### src/rtl/loop_counter_pkg.sv
`timescale 1ns/1ps
package loop_counter_pkg;
    typedef enum logic { PH_RING = 1'b0, PH_TWIST = 1'b1 } phase_e;
    typedef enum logic { ACT_STEP = 1'b0, ACT_LOAD = 1'b1 } act_e;
endpackage

### src/rtl/loop_counter_step.sv
`timescale 1ns/1ps
// Next-state function: one shift position with selectable feedback.
module loop_counter_step #(
    parameter int STAGES = 4
) (
    input  logic [STAGES-1:0] cur,
    input  logic              twist,
    output logic [STAGES-1:0] nxt
);
    genvar k;
    generate
        for (k = 1; k < STAGES; k++) begin : g_shift
            assign nxt[k] = cur[k-1];
        end
    endgenerate
    assign nxt[0] = twist ? ~cur[STAGES-1] : cur[STAGES-1];
endmodule

### src/rtl/loop_counter_legal.sv
`timescale 1ns/1ps
// Pattern legality: ring needs exactly one 1, twisted needs at most one
// boundary between adjacent differing stages.
module loop_counter_legal #(
    parameter int STAGES = 4
) (
    input  logic [STAGES-1:0] pattern,
    input  logic              twist,
    output logic              legal
);
    localparam int CW = $clog2(STAGES + 1);

    logic [CW-1:0] ones;
    logic [CW-1:0] edges;

    always_comb begin
        ones  = '0;
        edges = '0;
        for (int k = 0; k < STAGES; k++) begin
            ones = ones + CW'(pattern[k]);
        end
        for (int k = 0; k < STAGES - 1; k++) begin
            edges = edges + CW'(pattern[k] ^ pattern[k+1]);
        end
        legal = twist ? (edges <= CW'(1)) : (ones == CW'(1));
    end
endmodule

### src/rtl/loop_counter.sv
`timescale 1ns/1ps
module loop_counter #(
    parameter int STAGES = 4
) (
    input  logic              clk,
    input  logic              rst_n,
    input  logic              init_i,
    input  logic              mode_i,
    output logic [STAGES-1:0] count_o,
    output logic              illegal_o
);
    import loop_counter_pkg::*;

    localparam logic [STAGES-1:0] RING_SEED  = STAGES'(1);
    localparam logic [STAGES-1:0] TWIST_SEED = '0;

    phase_e            phase_q, phase_d;
    act_e              act;
    logic [STAGES-1:0] cnt_q, cnt_d, stepped, seed;
    logic              twist_run;
    logic              fits;

    assign phase_d   = phase_e'(mode_i);
    assign twist_run = (phase_q == PH_TWIST);
    assign act       = (init_i || (phase_d != phase_q)) ? ACT_LOAD : ACT_STEP;

    always_comb begin
        unique case (phase_d)
            PH_RING:  seed = RING_SEED;
            PH_TWIST: seed = TWIST_SEED;
            default:  seed = RING_SEED;
        endcase
    end

    always_comb begin
        unique case (act)
            ACT_LOAD: cnt_d = seed;
            ACT_STEP: cnt_d = stepped;
            default:  cnt_d = seed;
        endcase
    end

    loop_counter_step #(.STAGES(STAGES)) u_step (
        .cur   (cnt_q),
        .twist (twist_run),
        .nxt   (stepped)
    );

    loop_counter_legal #(.STAGES(STAGES)) u_legal (
        .pattern (cnt_q),
        .twist   (mode_i),
        .legal   (fits)
    );

    // State register
    always_ff @(posedge clk or negedge rst_n) begin
        if (!rst_n) begin
            phase_q <= PH_RING;
            cnt_q   <= RING_SEED;
        end else begin
            phase_q <= phase_d;
            cnt_q   <= cnt_d;
        end
    end

    // Outputs
    always_comb begin
        count_o   = cnt_q;
        illegal_o = !fits;
    end
endmodule

### config.mk
export PLATFORM = sky130hd
export DESIGN_NAME = loop_counter
export DESIGN_NICKNAME = d
export VERILOG_FILES = /design/src/rtl/loop_counter_pkg.sv /design/src/rtl/loop_counter_step.sv /design/src/rtl/loop_counter_legal.sv /design/src/rtl/loop_counter.sv
export SDC_FILE = /design/constraint.sdc
export NUM_CORES = 1
export LEC_CHECK = 0
export ABC_AREA = 0
export BUFFER_PORTS_ARGS = -buffer_cell sky130_fd_sc_hd__buf_2
export CAP_MARGIN = 20
export CELL_PAD_IN_SITES_DETAIL_PLACEMENT = 1
export CELL_PAD_IN_SITES_GLOBAL_PLACEMENT = 1
export CORE_AREA = 4 4 41 43
export DETAILED_ROUTE_END_ITERATION = 10
export DIE_AREA = 0 0 45 47
export HOLD_SLACK_MARGIN = 0.12
export PLACE_DENSITY_LB_ADDON = 0.1
export SLEW_MARGIN = 25
export SYNTH_ARGS = -nofsm -noshare
export SYNTH_HDL_FRONTEND = slang
export SYNTH_SLANG_ARGS = --single-unit
### constraint.sdc
create_clock -name clk -period 2.3 [get_ports clk]
set_input_delay 0.46 -clock clk [delete_from_list [all_inputs] [get_ports clk]]
set_output_delay 0.46 -clock clk [all_outputs]
set_load 0.02 [all_outputs]
==> flow_summary.toml <==
[routing]
routed_wl_um = 694
vias = 234
drc = 0
drt_iter0_drc = 0
wl_per_cell_um = 12.85
drtPass1Iterations = 1
post_drt_via_cell_ratio = 4.333
antenna_left = 0

[critical_path]
endpoint_kind = "output port"
crit_path_start_kind = "register"
required_ns = 1.84
cp_max_fo = 2
worst-endpoint-arrival_ns = 2.11
slowest_stage = "dfstp_2"
reg2reg_depth = 3
critPathKind = "reg -> out"
worstSetupEndpoint = "illegal_o"
critPathMaxStageDelay_ns = 0.55
r2r_slack_ns = 1.36
crit_start = "count_o[0]"
reg2reg_to = "count_o[0]"
r2r-start = "count_o[3]"
crit_top_cell = "ha_4"
crit_chain = "ha_4 > xor2_2 > ha_2 > a21o_1 > ha_4 > nor4b_4 > a21oi_2 > buf_6"

[floorplan]
core_region_area_um2 = 1301
rows = 13
dieWidth_um = 45
die-area_um2 = 2115
ios = 9
die_h_um = 47
start_util = 0.2106

[timing]
fmax_mhz = 388.5
fin_ws_ns = -0.2737
holdWs_ns = 0.4250
tightest_slew_ns = 0.2559
period_needed_ns = 2.574
slew_viol_final = 0
skew_ns = 0.003263
rsz0062_at_grt = "true"
finalHoldViolations = 0
max-slew-margin-rel = 0.8288
setup_viol = 1
finalCritPeriodShare = 1.119
finalSetupTns_ns = -0.2737

[clocking]
clock-root-buffer = "clkbuf_4"
clock_sinks = 5
clk_latency_ns = 0.24
cts_max_level = 1
clk_pin_slew_ns = 0.04
tritoncts = "yes"
clock_path_buffers = 2
cts_inserted_buffers = 3

[synth]
synth_top_area_cell = "dfrtp_1"
syn_nets = 30
synth_top_area_frac = 0.3653
synthSimpleGateAreaFrac = 0.1142
synthMuxAreaShare = 0
post_synth_num_cell_types = 10
synth_area_leaders = "dfrtp_1, ha_1, xor2_1, dfstp_2, nor3b_1"
synth_adder_area_share = 0.1826
synth_compound_area_frac = 0.1142
netlist_instances = 22
avgSynthCellArea_um2 = 12.46
syn_area_um2 = 274.0
ys_ff_latch = 5
synth_top_family_by_area = "adder cells"
synth_xor_area_frac = 0.1279
seq_area_frac_synth = 0.4612
ys_warn_count = 0

[finish]
fillers = 153
area_delta_synth_final_pct = 67.58
final_common_cell = "buf_2"
fin_area_um2 = 459.2
finish.utilization = 0.3529
fin_cells = 54
antenna_cells = 0
drive_gt1_frac = 0.5641
final_cell_mix = "buf_2, dfrtp_1, buf_4"
layout.nets = 48

[run_status]
status = "finished with violations"
violations = "negative setup slack"

[pwr]
power-per-cell-area_nw_per_um2 = 578.3
power.switching_mw = 0.06976
vdd_ir_drop_max_uv = 187.2
sequentialPowerShare = 0.369
p_clk_frac = 0.375
p_sw_frac = 0.2627
finalPower_mw = 0.2656
p_leak_nw = 0.2320
p_int_mw = 0.1958
pwr-share-comb = 0.256

[place]
dp_hpwl_um = 580.6
numPortBuffers = 8
dp_cells = 49
placed_area_um2 = 387.9
place.gp.congestion = 0.6824
dp_slack_ns = -0.1080

[global_routing]
grt_max_degree = 6
grt_overflow = 0
antenna_found_initial = 0
track_usage = 0.07472
grt_pass1_wl_um = 1097
grt_pass1_vias = 258

[flow_run]
cap_violations = 0

[worst_hold_path]
hold_class = "in -> reg"
==> registers in the layout (all words and copies together) (netlist names) <==
signal	count
count_o	4
phase_q	1
==> kinds of logic (layout without fill, tap and decap cells) <==
| family | Yosys count | in the layout |
|---|---|---|
| and+or+nand+nor | 4 | 4 |
| adders and majority gates | 4 | 4 |
| buffers and inverters | 0 | 17 |
| DFF | 5 | 5 |
| AOI/OAI and AO/OA | 5 | 5 |
| xor gates and xnor gates | 4 | 4 |
==> area by class of cell <==
class | count | area (µm²) | area share
multi-input cells | 17 | 201.4 | 0.4387
repair buffers | 13 | 86.33 | 0.1880
flip-flops and latches | 5 | 126.4 | 0.2752
clock buffers | 4 | 26.28 | 0.05722
well taps | 15 | 18.77 | 0.04087
==> critical path, delay by kind of cell (launching register included) <==
family	cells	cell delay (ns)
XOR/XNOR	1	0.14
AND/OR/NAND/NOR	1	0.21
adder cells (fa/ha/maj)	3	0.61
buffers and inverters	1	0.13
flip-flops	1	0.55
AO/OA/AOI/OAI	2	0.23
==> repair_timing <==
item                                    CTS  global route
pin swaps                                 1             1
endpoints found under the setup margin    1             1
hold buffers                              1             0
resized for setup                         3             2
endpoints found under the hold margin     4             0
setup buffers                             0             0
gates cloned                              0             0
==> cell usage after synthesis <==
cell     count
a21oi_1      2
a21o_1       1
dfstp_2      1
nor4b_1      1
dfrtp_1      4
xor2_1       4
nor3b_1      3
o21ai_0      1
ha_1         4
o31a_1       1
==> power by group through the flow <==
| stage | clock (mW) | sequential, mW | combinational, mW |
|---|---|---|---|
| 3_5_place_dp | 0 | 0.0992 | 0.0555 |
| 2_1_floorplan | 0 | 0.103 | 0.0264 |
| 4_1_cts | 0.105 | 0.0980 | 0.0651 |
| 5_1_grt | 0.107 | 0.0986 | 0.0741 |
| 6_report | 0.0995 | 0.0981 | 0.0680 |
| 3_3_place_gp | 0 | 0.0989 | 0.0541 |
==> routing by layer <==
metal	wire length [µm]	GRT usage	up-vias
met4	15	0.07018	0
met2	363	0.1299	9
met3	38	0.01533	2
met5	0	0	-
met1	276	0.07407	109
li1	-	-	114
==> how the worst min path moves through the flow <==
| stage | from | endpoint | cells after the start |
|---|---|---|---|
| floorplan | rst_n | count_o[1] | 0 |
| global placement | rst_n | phase_q | 1 |
| detailed placement | rst_n | phase_q | 1 |
| CTS | mode_i | phase_q | 1 |
| global route | mode_i | phase_q | 1 |
| finish | mode_i | phase_q | 1 |
Note: power is estimated with default switching activity, not from simulation.
